<file path="src/rtl/ramp_fit_pkg.sv">
package ramp_fit_pkg;
  // What a sample does to the group stage of its spaxel
  typedef enum logic [1:0] {
    GRP_PEND = 2'd0,  // group still filling
    GRP_SKIP = 2'd1,  // group completed, discarded
    GRP_TAKE = 2'd2   // group completed, folded into the sums
  } grp_act_e;
endpackage

</file>
<file path="src/rtl/ramp_sum_bank.sv">
module ramp_sum_bank
  import ramp_fit_pkg::*;
#(
  parameter int NUM_PIX = 8,
  parameter int PIX_W   = 3,
  parameter int SAMPLE_W = 12,
  parameter int FRM_W   = 3,
  parameter int CNT_W   = 6,
  parameter int GSUM_W  = 15,
  parameter int ST_W    = 12,
  parameter int SY_W    = 21,
  parameter int STY_W   = 27,
  parameter int STT_W   = 18
) (
  input  logic                clk,
  input  logic                rst_n,
  input  logic [FRM_W-1:0]    cfg_group_frames,
  input  logic [CNT_W-1:0]    cfg_skip_groups,
  input  logic [CNT_W-1:0]    cfg_max_groups,
  input  logic                in_valid,
  input  logic [PIX_W-1:0]    in_pix,
  input  logic [SAMPLE_W-1:0] in_sample,
  input  logic                in_first,
  input  logic                in_last,
  output logic                upd_close,
  output logic [CNT_W-1:0]    upd_n,
  output logic [ST_W-1:0]     upd_st,
  output logic [SY_W-1:0]     upd_sy,
  output logic [STY_W-1:0]    upd_sty,
  output logic [STT_W-1:0]    upd_stt
);
  logic              act_q  [NUM_PIX];
  logic [FRM_W-1:0]  fr_q   [NUM_PIX];
  logic [GSUM_W-1:0] part_q [NUM_PIX];
  logic [CNT_W-1:0]  g_q    [NUM_PIX];
  logic [CNT_W-1:0]  n_q    [NUM_PIX];
  logic [ST_W-1:0]   st_q   [NUM_PIX];
  logic [SY_W-1:0]   sy_q   [NUM_PIX];
  logic [STY_W-1:0]  sty_q  [NUM_PIX];
  logic [STT_W-1:0]  stt_q  [NUM_PIX];

  logic              b_act;
  logic [FRM_W-1:0]  b_fr, fr_inc, fr_nxt;
  logic [GSUM_W-1:0] b_part, part_sum, part_nxt;
  logic [CNT_W-1:0]  b_g, g_nxt, b_n, n_nxt, t_idx;
  logic [ST_W-1:0]   b_st, st_nxt;
  logic [SY_W-1:0]   b_sy, sy_nxt;
  logic [STY_W-1:0]  b_sty, sty_nxt;
  logic [STT_W-1:0]  b_stt, stt_nxt;
  logic              grp_done, hit_max, live, close;
  grp_act_e          grp_act;

  // Base state: a ramp start behaves as a cleared, open spaxel
  always_comb begin
    if (in_first) begin
      b_act = 1'b1;  b_fr = '0;  b_part = '0;  b_g = '0;  b_n = '0;
      b_st = '0;     b_sy = '0;  b_sty = '0;   b_stt = '0;
    end else begin
      b_act = act_q[in_pix];  b_fr = fr_q[in_pix];  b_part = part_q[in_pix];
      b_g = g_q[in_pix];      b_n = n_q[in_pix];    b_st = st_q[in_pix];
      b_sy = sy_q[in_pix];    b_sty = sty_q[in_pix]; b_stt = stt_q[in_pix];
    end
  end

  // Group stage and progressive sums
  always_comb begin
    part_sum = b_part + GSUM_W'(in_sample);
    fr_inc   = b_fr + FRM_W'(1);
    grp_done = (fr_inc == cfg_group_frames);
    t_idx    = b_g - cfg_skip_groups;
    if (!grp_done)                    grp_act = GRP_PEND;
    else if (b_g >= cfg_skip_groups)  grp_act = GRP_TAKE;
    else                              grp_act = GRP_SKIP;
    g_nxt    = grp_done ? b_g + CNT_W'(1) : b_g;
    fr_nxt   = grp_done ? '0 : fr_inc;
    part_nxt = grp_done ? '0 : part_sum;
    n_nxt = b_n;  st_nxt = b_st;  sy_nxt = b_sy;  sty_nxt = b_sty;  stt_nxt = b_stt;
    if (grp_act == GRP_TAKE) begin
      n_nxt   = b_n + CNT_W'(1);
      st_nxt  = b_st + ST_W'(t_idx);
      sy_nxt  = b_sy + SY_W'(part_sum);
      sty_nxt = b_sty + STY_W'(t_idx) * STY_W'(part_sum);
      stt_nxt = b_stt + STT_W'(t_idx) * STT_W'(t_idx);
    end
    hit_max = grp_done && (g_nxt == cfg_max_groups);
    live    = in_valid && b_act;
    close   = live && (in_last || hit_max);
  end

  assign upd_close = close;
  assign upd_n     = n_nxt;
  assign upd_st    = st_nxt;
  assign upd_sy    = sy_nxt;
  assign upd_sty   = sty_nxt;
  assign upd_stt   = stt_nxt;

  always_ff @(posedge clk or negedge rst_n) begin
    if (!rst_n) begin
      for (int i = 0; i < NUM_PIX; i++) begin
        act_q[i] <= 1'b0;  fr_q[i] <= '0;  part_q[i] <= '0;  g_q[i] <= '0;
        n_q[i] <= '0;      st_q[i] <= '0;  sy_q[i] <= '0;    sty_q[i] <= '0;
        stt_q[i] <= '0;
      end
    end else if (live) begin
      act_q[in_pix]  <= !close;
      fr_q[in_pix]   <= fr_nxt;
      part_q[in_pix] <= part_nxt;
      g_q[in_pix]    <= g_nxt;
      n_q[in_pix]    <= n_nxt;
      st_q[in_pix]   <= st_nxt;
      sy_q[in_pix]   <= sy_nxt;
      sty_q[in_pix]  <= sty_nxt;
      stt_q[in_pix]  <= stt_nxt;
    end
  end

  // folding a group never wraps a running sum
  assert_no_overflow_R10: assert property (@(posedge clk) disable iff (!rst_n)
    (live && grp_act == GRP_TAKE) |->
      (sty_nxt >= b_sty && stt_nxt >= b_stt && sy_nxt >= b_sy && st_nxt >= b_st));

  // a partly filled group never holds a full group's frames
  assert_frame_bound_R3: assert property (@(posedge clk) disable iff (!rst_n)
    live |-> (b_fr < cfg_group_frames));

  // accepted groups never outnumber completed groups
  assert_accept_le_done_R4: assert property (@(posedge clk) disable iff (!rst_n)
    live |-> (n_nxt <= g_nxt));
endmodule

</file>
<file path="src/rtl/ramp_fit_result.sv">
module ramp_fit_result #(
  parameter int PIX_W = 3,
  parameter int CNT_W = 6,
  parameter int ST_W  = 12,
  parameter int SY_W  = 21,
  parameter int STY_W = 27,
  parameter int STT_W = 18,
  parameter int NUM_W = 34,
  parameter int DEN_W = 24
) (
  input  logic                    clk,
  input  logic                    rst_n,
  input  logic                    upd_close,
  input  logic [PIX_W-1:0]        upd_pix,
  input  logic [CNT_W-1:0]        upd_n,
  input  logic [ST_W-1:0]         upd_st,
  input  logic [SY_W-1:0]         upd_sy,
  input  logic [STY_W-1:0]        upd_sty,
  input  logic [STT_W-1:0]        upd_stt,
  output logic                    out_valid,
  output logic [PIX_W-1:0]        out_pix,
  output logic signed [NUM_W-1:0] out_num,
  output logic [DEN_W-1:0]        out_den,
  output logic [CNT_W-1:0]        out_count,
  output logic                    out_invalid
);
  logic [NUM_W-1:0] num_d;
  logic [DEN_W-1:0] den_d;
  logic             inv_d;

  // Two's complement difference is exact because the true value fits NUM_W
  always_comb begin
    num_d = NUM_W'(upd_n) * NUM_W'(upd_sty) - NUM_W'(upd_st) * NUM_W'(upd_sy);
    den_d = DEN_W'(upd_n) * DEN_W'(upd_stt) - DEN_W'(upd_st) * DEN_W'(upd_st);
    inv_d = (upd_n < CNT_W'(2));
  end

  always_ff @(posedge clk or negedge rst_n) begin
    if (!rst_n) out_valid <= 1'b0;
    else        out_valid <= upd_close;
  end

  always_ff @(posedge clk or negedge rst_n) begin
    if (!rst_n) begin
      out_pix <= '0;  out_num <= '0;  out_den <= '0;  out_count <= '0;  out_invalid <= 1'b0;
    end else if (upd_close) begin
      out_pix     <= upd_pix;
      out_num     <= num_d;
      out_den     <= den_d;
      out_count   <= upd_n;
      out_invalid <= inv_d;
    end
  end

  // a degenerate fit carries a zero denominator
  assert_invalid_zero_den_R8: assert property (@(posedge clk) disable iff (!rst_n)
    (out_valid && out_invalid) |-> (out_den == '0));

  // two or more distinct indices give a strictly positive denominator
  assert_valid_pos_den_R8: assert property (@(posedge clk) disable iff (!rst_n)
    (out_valid && !out_invalid) |-> (out_den != '0));
endmodule

</file>
<file path="src/rtl/ramp_slope_fitter.sv">
module ramp_slope_fitter #(
  parameter int NUM_PIX    = 8,
  parameter int SAMPLE_W   = 12,
  parameter int MAX_FRAMES = 4,
  parameter int MAX_GROUPS = 32,
  localparam int PIX_W  = (NUM_PIX > 1) ? $clog2(NUM_PIX) : 1,
  localparam int FRM_W  = $clog2(MAX_FRAMES + 1),
  localparam int CNT_W  = $clog2(MAX_GROUPS + 1),
  localparam int GSUM_W = SAMPLE_W + FRM_W,
  localparam int ST_W   = 2 * CNT_W,
  localparam int SY_W   = GSUM_W + CNT_W,
  localparam int STY_W  = GSUM_W + 2 * CNT_W,
  localparam int STT_W  = 3 * CNT_W,
  localparam int NUM_W  = STY_W + CNT_W + 1,
  localparam int DEN_W  = STT_W + CNT_W
) (
  input  logic                    clk,
  input  logic                    rst_n,
  input  logic [FRM_W-1:0]        cfg_group_frames,
  input  logic [CNT_W-1:0]        cfg_skip_groups,
  input  logic [CNT_W-1:0]        cfg_max_groups,
  input  logic                    in_valid,
  input  logic [PIX_W-1:0]        in_pix,
  input  logic [SAMPLE_W-1:0]     in_sample,
  input  logic                    in_first,
  input  logic                    in_last,
  output logic                    out_valid,
  output logic [PIX_W-1:0]        out_pix,
  output logic signed [NUM_W-1:0] out_num,
  output logic [DEN_W-1:0]        out_den,
  output logic [CNT_W-1:0]        out_count,
  output logic                    out_invalid
);
  logic             upd_close;
  logic [CNT_W-1:0] upd_n;
  logic [ST_W-1:0]  upd_st;
  logic [SY_W-1:0]  upd_sy;
  logic [STY_W-1:0] upd_sty;
  logic [STT_W-1:0] upd_stt;

  ramp_sum_bank #(
    .NUM_PIX(NUM_PIX), .PIX_W(PIX_W), .SAMPLE_W(SAMPLE_W), .FRM_W(FRM_W),
    .CNT_W(CNT_W), .GSUM_W(GSUM_W), .ST_W(ST_W), .SY_W(SY_W),
    .STY_W(STY_W), .STT_W(STT_W)
  ) u_bank (
    .clk(clk), .rst_n(rst_n),
    .cfg_group_frames(cfg_group_frames), .cfg_skip_groups(cfg_skip_groups),
    .cfg_max_groups(cfg_max_groups),
    .in_valid(in_valid), .in_pix(in_pix), .in_sample(in_sample),
    .in_first(in_first), .in_last(in_last),
    .upd_close(upd_close), .upd_n(upd_n), .upd_st(upd_st), .upd_sy(upd_sy),
    .upd_sty(upd_sty), .upd_stt(upd_stt)
  );

  ramp_fit_result #(
    .PIX_W(PIX_W), .CNT_W(CNT_W), .ST_W(ST_W), .SY_W(SY_W), .STY_W(STY_W),
    .STT_W(STT_W), .NUM_W(NUM_W), .DEN_W(DEN_W)
  ) u_result (
    .clk(clk), .rst_n(rst_n),
    .upd_close(upd_close), .upd_pix(in_pix), .upd_n(upd_n), .upd_st(upd_st),
    .upd_sy(upd_sy), .upd_sty(upd_sty), .upd_stt(upd_stt),
    .out_valid(out_valid), .out_pix(out_pix), .out_num(out_num),
    .out_den(out_den), .out_count(out_count), .out_invalid(out_invalid)
  );

  // a cycle with no input sample is never followed by a result
  assert_no_spurious_out_R11: assert property (@(posedge clk) disable iff (!rst_n)
    !in_valid |=> !out_valid);

  // a reported ramp never holds more accepted groups than its length
  assert_count_le_max_R7: assert property (@(posedge clk) disable iff (!rst_n)
    out_valid |-> (out_count <= cfg_max_groups));
endmodule

</file>
<file path="config.mk">
export PLATFORM = sky130hd
export DESIGN_NAME = ramp_slope_fitter
export DESIGN_NICKNAME = d
export VERILOG_FILES = /design/src/rtl/ramp_fit_pkg.sv /design/src/rtl/ramp_sum_bank.sv /design/src/rtl/ramp_fit_result.sv /design/src/rtl/ramp_slope_fitter.sv
export SDC_FILE = /design/constraint.sdc
export NUM_CORES = 2
export LEC_CHECK = 0
export ABC_AREA = 1
export BUFFER_PORTS_ARGS = -buffer_cell sky130_fd_sc_hd__buf_2
export CAP_MARGIN = 10
export CORE_AREA = 2 2 291 408
export DETAILED_ROUTE_END_ITERATION = 8
export DIE_AREA = 0 0 293 410
export PLACE_DENSITY = 0.78
export SETUP_SLACK_MARGIN = 0.4
export SKIP_LAST_GASP = 1
export SLEW_MARGIN = 20
export SYNTH_ARGS = -nofsm -noshare
export SYNTH_HDL_FRONTEND = slang
export SYNTH_HIERARCHICAL = 1
export SYNTH_SLANG_ARGS = --single-unit
</file>
<file path="constraint.sdc">
create_clock -name clk -period 20.6 [get_ports clk]
set_input_delay 1.03 -clock clk [delete_from_list [all_inputs] [get_ports clk]]
set_output_delay 1.03 -clock clk [all_outputs]
set_load 0.1 [all_outputs]
</file>
# Word-level counts from Yosys, hierarchy flattened
# Index checks and enable logic that the tools add are counted.
# word_totals
ff_bits,941
input_bits,35
wordCells,180
# op_classes
addsub,11
n_mul,6
n_lt_le_gt_ge,4
eq_ne,3
n_mux,71
bitwise,1
reduce_logical,6
# op_table
cell,n
bitwise mux 216 bit,1
bitwise mux 168 bit,1
bitwise mux 144 bit,1
two-way mux 27 bit,5
bitwise mux 120 bit,1
two-way mux 21 bit,5
bitwise mux 48 bit,2
bitwise mux 96 bit,1
two-way mux 18 bit,5
binary-select mux 27 bit (select 3 bit),1
demux 27 bit (select 3 bit),1
two-way mux 15 bit,5
binary-select mux 21 bit (select 3 bit),1
demux 21 bit (select 3 bit),1
two-way mux 12 bit,5
binary-select mux 18 bit (select 3 bit),1
demux 18 bit (select 3 bit),1
two-way mux 6 bit,9
binary-select mux 15 bit (select 3 bit),1
demux 15 bit (select 3 bit),1
binary-select mux 12 bit (select 3 bit),1
binary-select mux 6 bit (select 3 bit),2
demux 12 bit (select 3 bit),1
subtractor 33 x 33 -> 34 bit,1
other kinds (36),48

# Logic depth before layout (Yosys ltp)
# logic_depth
word_depth,14
ltp_mapped,66

# Cells and area by module
# The synthesis kept the hierarchy.
# by_module_without_submodules
mod,n_inst,cells_per_inst,area_each_um2,seq_area_each_um2
ramp_sum_bank,1,5487,45203.4,21820.9
ramp_fit_result,1,3216,24213.2,1726.7

# Least setup slack after synthesis
# OpenSTA, ideal clock, no wires.
# synth_timing
path_kind,input port to flip-flop
start,in in_pix[0]
end,reg u_result.out_num[29]
setup_ns,0.120
arrival_ns,12.473
required_time_ns,20.480
path_slack_ns,8.007
path_stages,62
path_buffers,6
cell_sequence,inv_2 buf_4 buf_6 nand3_2 inv_2 buf_2 buf_2 buf_2 buf_1 nand2_1 a41oi_1 ha_1 fa_1 a21oi_1 o21ai_0 nand2_1 nand2_1 nand2_1 [26 not listed] inv_1 fa_1 inv_1 fa_1 fa_1 inv_1 fa_1 inv_1 ha_1 nand2_1 nor2_1 inv_1 nor3_1 nand2_1 nand2_1 nand2_1 nand3_1 nand2_1
# synth_between
elab_chain_len,12
elab_cells_between_ends,60
cone_classes,add/sub (9); mul (3); order compare (1); eq/ne (3); mux (39); bitwise (1); reduce/logical (4)
# synth_lines
item,line_no,rtl
start: declaration,ramp_slope_fitter.sv:23,"input logic [PIX_W-1:0] in_pix,"
NOT 3 -> 4 bit (implied by the code) *,"ramp_sum_bank.sv:59, ramp_sum_bank.sv:60, ramp_sum_bank.sv:61",
"parallel branches: the longest is 8 deep, another holds adder 27 x 21 -> 27 bit",n/a,
two-way mux 27 bit *,ramp_sum_bank.sv:78,if (grp_act == GRP_TAKE) begin
named net upd_sty[19],ramp_slope_fitter.sv:38,logic [STY_W-1:0] upd_sty;
multiplier 6 x 27 -> 33 bit *,ramp_fit_result.sv:33,num_d = NUM_W'(upd_n) * NUM_W'(upd_sty) - NUM_W'(upd_st) * NUM_W'(upd_sy);
subtractor 33 x 33 -> 34 bit *,ramp_fit_result.sv:33,
end signal: assignment,ramp_fit_result.sv:48,out_num <= num_d;
end: declaration,ramp_fit_result.sv:22,"output logic signed [NUM_W-1:0] out_num,"
# Mark *: on every way through the listed nets, which the timed path passes. The select of a mux whose other input is x is not followed.
# A chain may end at the register's enable or synchronous reset.

# Final worst setup path
# Same ends and word-level chain as after synthesis.

==> impl_metrics.toml <==
[outcome]
outcome = "complete, no violations"

[cells_and_area]
areaGrowthSynthToFinish_pct = 7.05
fin_util_pct = 63.6
fin_nets = 9493
nFillCells = 9813
final_cells = 10200
drive_gt1_share_pct = 5.65

[clock_tree]
cts-resized-gates = 0
cts_setup_buffers = 0
numCtsBuffers = 93
clk_pin_slew_ps = 80
cts_tree = "yes"
clk_latency_ps = 760
cts_max_level = 3
cts.sinks = 941
cts_root_buffer = "clkbuf_16"
postCtsHoldBufs = 0
cts_buffer_depth = 3

[routing]
wl_per_cell_um = 20.7
first_pass_iters = 9
drt_iter0_drc = 5688
antenna_left = 0
drc_errors = 0
wl_mm = 211
via_count = 59200
avgViaCountPerCell = 5.83

[placed_design]
hpwl_mm = 142
dp_cells = 9988
pre_cts_slack_ps = 5120
port_buffers = 103
place.gp.congestion = 0.970

[critical_path]
ff2ff_setup_slack_ps = 8130
reg2reg_from = "u_bank/g_q[37]"
critPathTopFamily = "adder cells"
worstPathRequired_ps = 21230
r2r_end = "u_result/out_num[28]"
worstSetupStartpointType = "input pin"
critPathArrivalTime_ps = 15610
crit_top_cell = "nand2_1"
cpPeakStageDelay_ps = 640
cp_max_fo = 41
endpoint_kind = "register"
reg2reg_depth = 58
critPathBufInv = 13
slowest_stage = "o21ai_0"
critPathKind = "in -> reg"

[global_routing]
grt_overflow = 0
track_usage_pct = 35.5
antenna_found_initial = 4
grt_pass1_wl_mm = 331
grt_max_degree = 196
grt_pass1_vias = 60300

[logic_synthesis]
syn_nets = 9621
synthArstFlopShare_pct = 100
synth.distinct_cells = 66
syn_inst = 8703
synth_area_leaders = "dfrtp_1, fa_1, nand2_1"
ys.flop_type = "dfrtp_1"
syn-cell-area_mm2 = 0.0694
synth_top_area_cell = "dfrtp_1"
ys_ff_latch = 941
synth_enable_flop_cells = 0
syn_avg_cell_area_um2 = 7.98
synth.yosys.seq_area_share_pct = 33.9
netlist.area_leader.share_pct = 33.9
ys.warnings.count = 6

[sta]
slew_viol_final = 0
tightest_slew_ps = 1180
finalHoldViolations = 0
grt_setup_unrepaired = "false"
setup_viol = 0
max_freq_ghz = 0.0667
setup_ws_ps = 5610
slew_headroom_pct = 20.1
fin_skew_ps = 61.4
tns_ps = 0
layout_min_cycle_time_ps = 14990
period_share_pct = 72.8

[floorplan]
rows = 149
start_util_pct = 59.4
dieHeight_um = 410
die_x_um = 293
fp.coreArea_mm2 = 0.117
io_pins = 104
dieArea_mm2 = 0.120

[power]
p_per_area_mw_per_mm2 = 115
power_mw = 8.55
ir_drop_mv = 0.134
p_leak_nw = 38.5

[min_path]
hold_class = "in -> async"

[flow_run]
drv_cap = 0
[registers in the layout, summed over array words and instances (netlist names)]
| signal | flops |
|---|---|
| u_result/out_valid | 1 |
| u_bank/n_q | 48 |
| u_result/out_num | 34 |
| u_bank/sty_q | 216 |
| u_result/out_den | 24 |
| u_bank/fr_q | 24 |
| u_bank/stt_q | 144 |
| u_result/out_pix | 3 |
| u_result/out_count | 6 |
| u_bank/sy_q | 168 |
| u_bank/act_q | 8 |
| u_result/out_invalid | 1 |
| u_bank/part_q | 120 |
| u_bank/st_q | 96 |
| u_bank/g_q | 48 |
[cell usage after synthesis, types with 15 or more instances]
library cell     n
buf_1           49
nor2_1         244
or2_2           27
inv_1         1510
a31oi_1         15
a22oi_1         76
fa_1           632
clkbuf_1       257
a221oi_1        69
a21oi_1        147
buf_2           97
xor2_1          41
xnor2_1         51
dfrtp_1        941
o21ai_1         35
o21ai_0        780
a22o_1          38
o21ai_2         15
o22ai_1         82
a41oi_1         25
nand2_1       2941
nand3_1        137
ha_1           251
nand4_1         54
[where the power goes]
group | total (mW) | internal [mW] | switching (mW)
clock | 1.84 | 1.06 | 0.778
sequential | 2.34 | 2.18 | 0.159
combinational | 4.37 | 1.38 | 2.99
total | 8.55 | 4.63 | 3.92
[cell type report]
| cell class | count | area [µm²] | area share [%] |
|---|---|---|---|
| Inverter | 1531 | 5780 | 7.78 |
| Sequential cell | 941 | 23500 | 31.7 |
| Tap cell | 1510 | 1890 | 2.54 |
| Clock buffer | 129 | 2710 | 3.64 |
| Multi-Input combinational cell | 5808 | 38500 | 51.8 |
| Clock inverter | 39 | 533 | 0.717 |
| Antenna cell | 3 | 7.51 | 0.0101 |
| Timing Repair Buffer | 200 | 1340 | 1.80 |
[cells by family after synthesis]
family | share of synthesized area, %
AO/OA/AOI/OAI | 11.2
multiplexers | 0.0198
adder cells (fa/ha/maj) | 22.8
XOR/XNOR | 1.56
AND/OR/NAND/NOR | 19.6
buffers and inverters | 10.9
flip-flops | 33.9
[routing by layer]
metal	part of all wire [%]	global-route usage, %
met3	9.1	6.59
met5	0.017	0
met2	48	60.0
met4	7.0	21.5
met1	36	42.1
[through the flow]
step,area (µm²),hold slack [ps]
6_report,74300,361
4_1_cts,74200,364
3_5_place_dp,71000,453
2_1_floorplan,69400,449
3_3_place_gp,71000,449
5_1_grt,74300,428
[cells in the final DEF, fill, tap and decap left out, types with 15 or more instances in the layout]
cell and count:
clkbuf_16 95, o21ai_0 780, clkbuf_8 20, nand3_1 137, a41oi_1 25, a22o_1 38
a22oi_1 76, clkinv_2 21, a221oi_1 69, or2_2 27, o21ai_1 35, xnor2_1 51
nand2_1 2941, buf_2 101, nand4_1 54, nor2_1 237, o22ai_1 82, a21oi_1 146
dfrtp_1 941, a31oi_1 15, fa_1 632, ha_1 251, buf_4 92, inv_1 1504
xor2_1 39
[worst max path at each step]
stage | depth (start not counted) | from | to | slack [ps]
final | 57 | in_pix[0] | u_result/out_num[29] | 5610
after global routing | 55 | in_pix[0] | u_result/out_num[28] | 4920
after CTS | 60 | in_pix[0] | u_result/out_num[28] | 5860
after detailed placement | 60 | in_pix[0] | u_result/out_num[31] | 5120
after global placement | 60 | in_pix[0] | u_result/out_num[31] | 5250
after floorplan | 62 | in_pix[0] | u_result/out_num[29] | 8010
Power figures use the tool's default switching activity.
